### src/rtl/fc_pkg.sv
package fc_pkg;

  typedef enum logic [1:0] {
    FC_ACTIVE  = 2'd0,
    FC_WARNING = 2'd1,
    FC_PASSIVE = 2'd2,
    FC_BUSOFF  = 2'd3
  } fcState_e;

  // Strobes from control to datapath
  typedef struct packed {
    logic holdCounters;   // freeze counters (bus-off)
    logic runRecovery;    // count idle sequences
  } fcCtl_t;

  localparam int STAT_W        = 32;
  localparam int STAT_RX_LSB   = 0;
  localparam int STAT_TX_LSB   = 8;
  localparam int STAT_FIELD_W  = 8;
  localparam int STAT_WARN_BIT = 17;
  localparam int STAT_PASS_BIT = 18;
  localparam int STAT_BOFF_BIT = 19;

  function automatic fcState_e decodeState(input logic isBusOff,
                                           input logic isPassive,
                                           input logic isWarning);
    if (isBusOff)       return FC_BUSOFF;
    else if (isPassive) return FC_PASSIVE;
    else if (isWarning) return FC_WARNING;
    else                return FC_ACTIVE;
  endfunction

endpackage

### src/rtl/fc_datapath.sv
module fc_datapath
  import fc_pkg::*;
#(
  parameter int CNT_W       = 8,
  parameter int TX_ERR_STEP = 8,
  parameter int RX_ERR_STEP = 1,
  parameter int RUN_BITS    = 11,
  parameter int IDLE_COUNT  = 128
) (
  input  logic             clk,
  input  logic             rstN,
  input  fcCtl_t           ctl,
  input  logic             rxErrStb,
  input  logic             rxOkStb,
  input  logic             txErrStb,
  input  logic             txOkStb,
  input  logic             bitValid,
  input  logic             busBit,
  output logic [CNT_W-1:0] rxCnt,
  output logic [CNT_W-1:0] txCnt,
  output logic [CNT_W-1:0] nextRx,
  output logic [CNT_W-1:0] nextTx,
  output logic             txOverflow,
  output logic             recoveryDone
);

  localparam int              RUN_W   = $clog2(RUN_BITS);
  localparam int              IDLE_W  = $clog2(IDLE_COUNT);
  localparam logic [CNT_W:0]  CNT_MAX = (CNT_W+1)'((1 << CNT_W) - 1);
  localparam logic [RUN_W-1:0]  RUN_LAST  = RUN_W'(RUN_BITS - 1);
  localparam logic [IDLE_W-1:0] IDLE_LAST = IDLE_W'(IDLE_COUNT - 1);

  logic [RUN_W-1:0]  runCnt, nextRun;
  logic [IDLE_W-1:0] idleCnt, nextIdle;
  logic [CNT_W:0]    txSum, rxSum;
  logic              runComplete;

  assign txSum = {1'b0, txCnt} + (CNT_W+1)'(TX_ERR_STEP);
  assign rxSum = {1'b0, rxCnt} + (CNT_W+1)'(RX_ERR_STEP);

  assign txOverflow  = !ctl.holdCounters && txErrStb && (txSum > CNT_MAX);
  assign runComplete = ctl.runRecovery && bitValid && busBit && (runCnt == RUN_LAST);
  assign recoveryDone = runComplete && (idleCnt == IDLE_LAST);

  // Counter arithmetic
  always_comb begin
    nextTx = txCnt;
    nextRx = rxCnt;
    if (recoveryDone) begin
      nextTx = '0;
      nextRx = '0;
    end else if (!ctl.holdCounters) begin
      if (txErrStb) begin
        nextTx = txOverflow ? CNT_MAX[CNT_W-1:0] : txSum[CNT_W-1:0];
      end else if (txOkStb && (txCnt != '0)) begin
        nextTx = txCnt - 1'b1;
      end
      if (rxErrStb) begin
        nextRx = (rxSum > CNT_MAX) ? CNT_MAX[CNT_W-1:0] : rxSum[CNT_W-1:0];
      end else if (rxOkStb && (rxCnt != '0)) begin
        nextRx = rxCnt - 1'b1;
      end
    end
  end

  // Idle sequence counting
  always_comb begin
    nextRun  = runCnt;
    nextIdle = idleCnt;
    if (!ctl.runRecovery || recoveryDone) begin
      nextRun  = '0;
      nextIdle = '0;
    end else if (bitValid) begin
      if (!busBit) begin
        nextRun = '0;
      end else if (runComplete) begin
        nextRun  = '0;
        nextIdle = idleCnt + 1'b1;
      end else begin
        nextRun = runCnt + 1'b1;
      end
    end
  end

  always_ff @(posedge clk) begin
    if (!rstN) begin
      rxCnt   <= '0;
      txCnt   <= '0;
      runCnt  <= '0;
      idleCnt <= '0;
    end else begin
      rxCnt   <= nextRx;
      txCnt   <= nextTx;
      runCnt  <= nextRun;
      idleCnt <= nextIdle;
    end
  end


  hold_counters_chk: assert property (@(posedge clk) disable iff (!rstN)
    (ctl.holdCounters && !recoveryDone) |=> ($stable(rxCnt) && $stable(txCnt)));


  recovery_gate_chk: assert property (@(posedge clk) disable iff (!rstN)
    !ctl.runRecovery |=> (runCnt == '0 && idleCnt == '0));


  run_bound_chk: assert property (@(posedge clk) disable iff (!rstN)
    (ctl.runRecovery && bitValid && !busBit) |=> (runCnt == '0 && $stable(idleCnt)));


  clear_on_done_chk: assert property (@(posedge clk) disable iff (!rstN)
    recoveryDone |=> (rxCnt == '0 && txCnt == '0));

endmodule

### src/rtl/fc_control.sv
module fc_control
  import fc_pkg::*;
#(
  parameter int CNT_W    = 8,
  parameter int WARN_LIM = 96,
  parameter int PASS_LIM = 128
) (
  input  logic             clk,
  input  logic             rstN,
  input  logic             resetMode,
  input  logic [CNT_W-1:0] nextRx,
  input  logic [CNT_W-1:0] nextTx,
  input  logic             txOverflow,
  input  logic             recoveryDone,
  output fcCtl_t           ctl,
  output fcState_e         state,
  output logic             stateChange,
  output logic             txAbortAll
);

  fcState_e nextState;
  logic     nextWarn, nextPass;

  assign nextWarn = (32'(nextRx) >= WARN_LIM) || (32'(nextTx) >= WARN_LIM);
  assign nextPass = (32'(nextRx) >= PASS_LIM) || (32'(nextTx) >= PASS_LIM);

  assign ctl.holdCounters = (state == FC_BUSOFF);
  assign ctl.runRecovery  = (state == FC_BUSOFF) && !resetMode;

  always_comb begin
    if (state == FC_BUSOFF) begin
      nextState = recoveryDone ? FC_ACTIVE : FC_BUSOFF;
    end else begin
      nextState = decodeState(txOverflow, nextPass, nextWarn);
    end
  end

  always_ff @(posedge clk) begin
    if (!rstN) begin
      state       <= FC_ACTIVE;
      stateChange <= 1'b0;
      txAbortAll  <= 1'b0;
    end else begin
      state       <= nextState;
      stateChange <= (nextState != state);
      txAbortAll  <= (nextState == FC_BUSOFF) && (state != FC_BUSOFF);
    end
  end


  change_seen_chk: assert property (@(posedge clk) disable iff (!rstN)
    (state != $past(state)) |-> stateChange);


  change_real_chk: assert property (@(posedge clk) disable iff (!rstN)
    stateChange |-> (state != $past(state)));


  abort_on_entry_chk: assert property (@(posedge clk) disable iff (!rstN)
    txAbortAll |-> (state == FC_BUSOFF && stateChange));


  busoff_exit_chk: assert property (@(posedge clk) disable iff (!rstN)
    (state == FC_BUSOFF) |=> (state == FC_BUSOFF || state == FC_ACTIVE));


  reset_mode_hold_chk: assert property (@(posedge clk) disable iff (!rstN)
    (state == FC_BUSOFF && resetMode) |=> (state == FC_BUSOFF));

endmodule

### src/rtl/fc_tracker.sv
module fc_tracker
  import fc_pkg::*;
#(
  parameter int CNT_W       = 8,
  parameter int WARN_LIM    = 96,
  parameter int PASS_LIM    = 128,
  parameter int TX_ERR_STEP = 8,
  parameter int RX_ERR_STEP = 1,
  parameter int RUN_BITS    = 11,
  parameter int IDLE_COUNT  = 128
) (
  input  logic        clk,
  input  logic        rstN,
  input  logic        resetMode,
  input  logic        rxErrStb,
  input  logic        rxOkStb,
  input  logic        txErrStb,
  input  logic        txOkStb,
  input  logic        bitValid,
  input  logic        busBit,
  output logic [31:0] statusWord,
  output logic [1:0]  faultState,
  output logic        stateChange,
  output logic        txAbortAll
);

  fcCtl_t           ctl;
  fcState_e         state;
  logic [CNT_W-1:0] rxCnt, txCnt, nextRx, nextTx;
  logic             txOverflow, recoveryDone;

  fc_datapath #(
    .CNT_W(CNT_W), .TX_ERR_STEP(TX_ERR_STEP), .RX_ERR_STEP(RX_ERR_STEP),
    .RUN_BITS(RUN_BITS), .IDLE_COUNT(IDLE_COUNT)
  ) i_datapath (
    .clk(clk), .rstN(rstN), .ctl(ctl),
    .rxErrStb(rxErrStb), .rxOkStb(rxOkStb),
    .txErrStb(txErrStb), .txOkStb(txOkStb),
    .bitValid(bitValid), .busBit(busBit),
    .rxCnt(rxCnt), .txCnt(txCnt), .nextRx(nextRx), .nextTx(nextTx),
    .txOverflow(txOverflow), .recoveryDone(recoveryDone)
  );

  fc_control #(
    .CNT_W(CNT_W), .WARN_LIM(WARN_LIM), .PASS_LIM(PASS_LIM)
  ) i_control (
    .clk(clk), .rstN(rstN), .resetMode(resetMode),
    .nextRx(nextRx), .nextTx(nextTx),
    .txOverflow(txOverflow), .recoveryDone(recoveryDone),
    .ctl(ctl), .state(state),
    .stateChange(stateChange), .txAbortAll(txAbortAll)
  );

  always_comb begin
    statusWord = '0;
    statusWord[STAT_RX_LSB +: STAT_FIELD_W] = STAT_FIELD_W'(rxCnt);
    statusWord[STAT_TX_LSB +: STAT_FIELD_W] = STAT_FIELD_W'(txCnt);
    statusWord[STAT_WARN_BIT] = (32'(rxCnt) >= WARN_LIM) || (32'(txCnt) >= WARN_LIM);
    statusWord[STAT_PASS_BIT] = (32'(rxCnt) >= PASS_LIM) || (32'(txCnt) >= PASS_LIM);
    statusWord[STAT_BOFF_BIT] = (state == FC_BUSOFF);
  end

  assign faultState = state;


  flag_nesting_chk: assert property (@(posedge clk) disable iff (!rstN)
    statusWord[STAT_PASS_BIT] |-> statusWord[STAT_WARN_BIT]);

endmodule

### config.mk
export PLATFORM = sky130hd
export DESIGN_NAME = fc_tracker
export DESIGN_NICKNAME = d
export VERILOG_FILES = /design/src/rtl/fc_pkg.sv /design/src/rtl/fc_datapath.sv /design/src/rtl/fc_control.sv /design/src/rtl/fc_tracker.sv
export SDC_FILE = /design/constraint.sdc
export NUM_CORES = 1
export LEC_CHECK = 0
export BUFFER_PORTS_ARGS = -buffer_cell sky130_fd_sc_hd__buf_4
export CORE_MARGIN = 5
export CORE_UTILIZATION = 35
export DETAILED_ROUTE_END_ITERATION = 8
export PLACE_DENSITY = 0.61
export RECOVER_POWER = 25
export SYNTH_ARGS = -nofsm -noshare
export SYNTH_HDL_FRONTEND = slang
export SYNTH_SLANG_ARGS = --single-unit
### constraint.sdc
create_clock -name clk -period 2.8 [get_ports clk]
set_input_delay 0.14 -clock clk [delete_from_list [all_inputs] [get_ports clk]]
set_output_delay 0.14 -clock clk [all_outputs]
set_load 0.02 [all_outputs]
==> impl_metrics.py <==
metrics = {
    "floorplan": {
        "rows": 30,
        "initial_utilization": 0.358,
        "fp.dieArea_sq_um": 8720,
        "die_w_microns": 93.4,
        "ios": 45,
        "fp.dieH_microns": 93.4,
        "core_area_sq_um": 6790,
    },
    "logic_synthesis": {
        "synth_compound_area_frac": 0.225,
        "synth.distinct_cells": 64,
        "synth_mux_area_frac": 0.0432,
        "syn-cell-area_sq_um": 2430,
        "synthAdderAreaFrac": 0.0668,
        "synth_area_per_cell_sq_um": 7.61,
        "synth_top_family_by_area": "simple AND/OR/NAND/NOR gates",
        "synth-simple-area-share": 0.283,
        "synth_edf_count": 0,
        "synth_area_leaders": "dfxtp_1 (25%), ha_1 (6.7%), nor2_1 (5.5%)",
        "netlist_instances": 320,
        "ys_ff_latch": 31,
        "yosys.area_share.xor_xnor": 0.0216,
        "synth_area_leader_cell": "dfxtp_1",
        "netlist.area_leader.share": 0.255,
        "synth_ff_type": "dfxtp_1",
        "async_reset_ff_frac": 0,
        "yosys_warnings": 0,
        "ys_seq_area_frac": 0.255,
    },
    "layout": {
        "drive_gt1_frac": 0.181,
        "final_area_sq_um": 2840,
        "fill_cells": 692,
        "mostFrequentLayoutCell": "buf_4",
        "utilization": 0.418,
        "area_growth_pct": 16.7,
        "final_cell_mix": "buf_4 (43), nor2_1 (36), nand2_1 (29), dfxtp_1 (29), a21oi_1 (19)",
        "diodes": 0,
        "nets": 382,
    },
    "routing": {
        "avgRoutedWirePerCell_microns": 14.0,
        "num_vias": 2438,
        "drt_iter0_drc": 222,
        "antenna_left": 0,
        "wl_microns": 6390,
        "drc": 0,
        "vias_per_cell": 5.36,
        "first_pass_iters": 4,
    },
    "sta": {
        "tns_ns": 0,
        "max_clock_freq_mhz": 380,
        "hold_ws_ns": 0.144,
        "finalMaxSlewViolations": 0,
        "maxSlewHeadroom": 0.539,
        "period_share": 0.940,
        "period_needed_ns": 2.63,
        "skew_ns": 0.0126,
        "grt_setup_unrepaired": "false",
        "worst_pin_slew_ns": 0.674,
        "hold_violations": 0,
        "setup_viol": 0,
    },
    "critical_path": {
        "cp.arrival_ns": 2.80,
        "cp_cell_sequence": "or3b_2, or3_1, mux4_2, a211oi_2, o211ai_1, a221o_1",
        "crit_required_ns": 2.97,
        "worst_setup_path_start_kind": "flop",
        "cpMaxStageDelayCell": "or3b_2",
        "critPathMaxFanout": 9,
        "end_kind": "flop",
        "crit_path_max_incr_delay_ns": 0.54,
        "crit_family": "simple AND/OR/NAND/NOR gates",
        "criticalPathCategory": "flop to flop",
        "timing.critical_path.buf_inv": 0,
    },
    "global_routing": {
        "grt_pass1_wl_microns": 10800,
        "grt_antenna_before_repair": 0,
        "grt_overflow": 0,
        "gr-usage-all-layers": 0.151,
        "grt_max_degree": 19,
        "first_global_vias": 2248,
    },
    "clock_tree": {
        "clock_sinks": 31,
        "cts_tree": "built",
        "clockRootBuffer": "clkbuf_8",
        "cts_made_buffers": 5,
        "clk_path_buf_depth": 2,
        "clk_pin_slew_ns": 0.07,
        "clk_latency_ns": 0.28,
        "cts_setup_buffers": 0,
        "htree_levels": 2,
    },
    "outcome": {
        "status": "complete, no violations",
    },
    "pwr": {
        "p_per_area_nw_per_um2": 481,
        "ir_worst_vdd_uv": 211,
        "leakage_nw": 1.14,
    },
    "flow_run": {
        "cap_viol_max_count": 0,
    },
    "placed_design": {
        "dp_hpwl_microns": 4880,
        "routabilityCongestion": 0.857,
        "io_buffers": 31,
        "place_area_sq_um": 2800,
    },
    "min_path": {
        "hp-class": "primary input to flop",
    },
}
==> cells in the mapped netlist, drive strengths merged (4+ instances only) <==
cell / n
mux2i: 6
clkbuf: 12
nor4: 4
o211ai: 5
and2: 4
nand3b: 5
ha: 13
o22ai: 4
nor3: 8
xor2: 5
inv: 17
nand3: 9
nor2: 36
nand2: 29
a211oi: 10
or4: 5
dfxtp: 31
buf: 18
and3: 4
nand4: 7
or3: 4
a21oi: 19
o21ai: 14
==> where the power goes <==
part	total, W	internal (W)	switching (W)
Clock	0.000330	0.000166	0.000164
Combinational	0.000515	0.000209	0.000306
Sequential	0.000521	0.000478	0.0000428
==> routing by layer <==
| metal | GRT usage | share of wire | vias up |
|---|---|---|---|
| li1 | - | - | 1217 |
| met1 | 0.209 | 0.46 | 1129 |
| met2 | 0.233 | 0.46 | 86 |
| met3 | 0.0330 | 0.065 | 6 |
| met4 | 0.0513 | 0.0096 | 0 |
| met5 | 0 | 0 | - |
==> what timing repair did <==
item | CTS | global route
gates resized for setup | 0 | 3
endpoints found under the setup margin | 0 | 1
hold buffers | 0 | 0
==> logic make-up after synthesis <==
group / count (synthesis)
multiplexers: 9
XOR/XNOR: 6
adder cells (fa/ha/maj): 13
AND/OR/NAND/NOR: 132
AO/OA/AOI/OAI: 80
buffers and inverters: 48
flip-flops: 31
other: 1
==> flip-flops by register name, summed over array words and instances (netlist names) <==
| signal | cells |
|---|---|
| i_datapath.txCnt | 8 |
| i_control.state | 2 |
| i_datapath.rxCnt | 8 |
| i_datapath.runCnt | 4 |
| i_control.stateChange | 1 |
| i_datapath.idleCnt | 7 |
| i_control.txAbortAll | 1 |
==> cell type report <==
cell class / count / area, sq um / share of cell area
clock buffers: 6 / 72.6 / 0.0255
inverters: 18 / 67.6 / 0.0238
multi-input cells: 253 / 1610 / 0.565
flip-flops and latches: 31 / 623 / 0.219
well taps: 96 / 120 / 0.0423
repair buffers: 51 / 353 / 0.124
==> stage by stage <==
stage          instances  worst slack (ns)  power, W
2_1_floorplan        332            0.0107  0.000895
3_3_place_gp         449             0.192   0.00105
3_5_place_dp         449             0.162   0.00105
4_1_cts              455             0.152   0.00139
5_1_grt              455           0.00353   0.00146
6_report             455             0.167   0.00137
==> path summary, 6_finish.rpt <==
path,from,cells after the start,end,slack (ns)
worst max-delay path,i_datapath.rxCnt[0]$_SDFF_PN0_,6,i_control.stateChange$_SDFF_PN0_,0.17
worst min-delay path,rstN,2,i_datapath.rxCnt[5]$_SDFF_PN0_,0.14
worst max register to register,i_datapath.rxCnt[0]$_SDFF_PN0_,6,i_control.stateChange$_SDFF_PN0_,0.17
worst min register to register,i_datapath.runCnt[3]$_SDFFE_PP0P_,2,i_datapath.runCnt[3]$_SDFFE_PP0P_,0.48
Power figures use the tool's default switching activity.
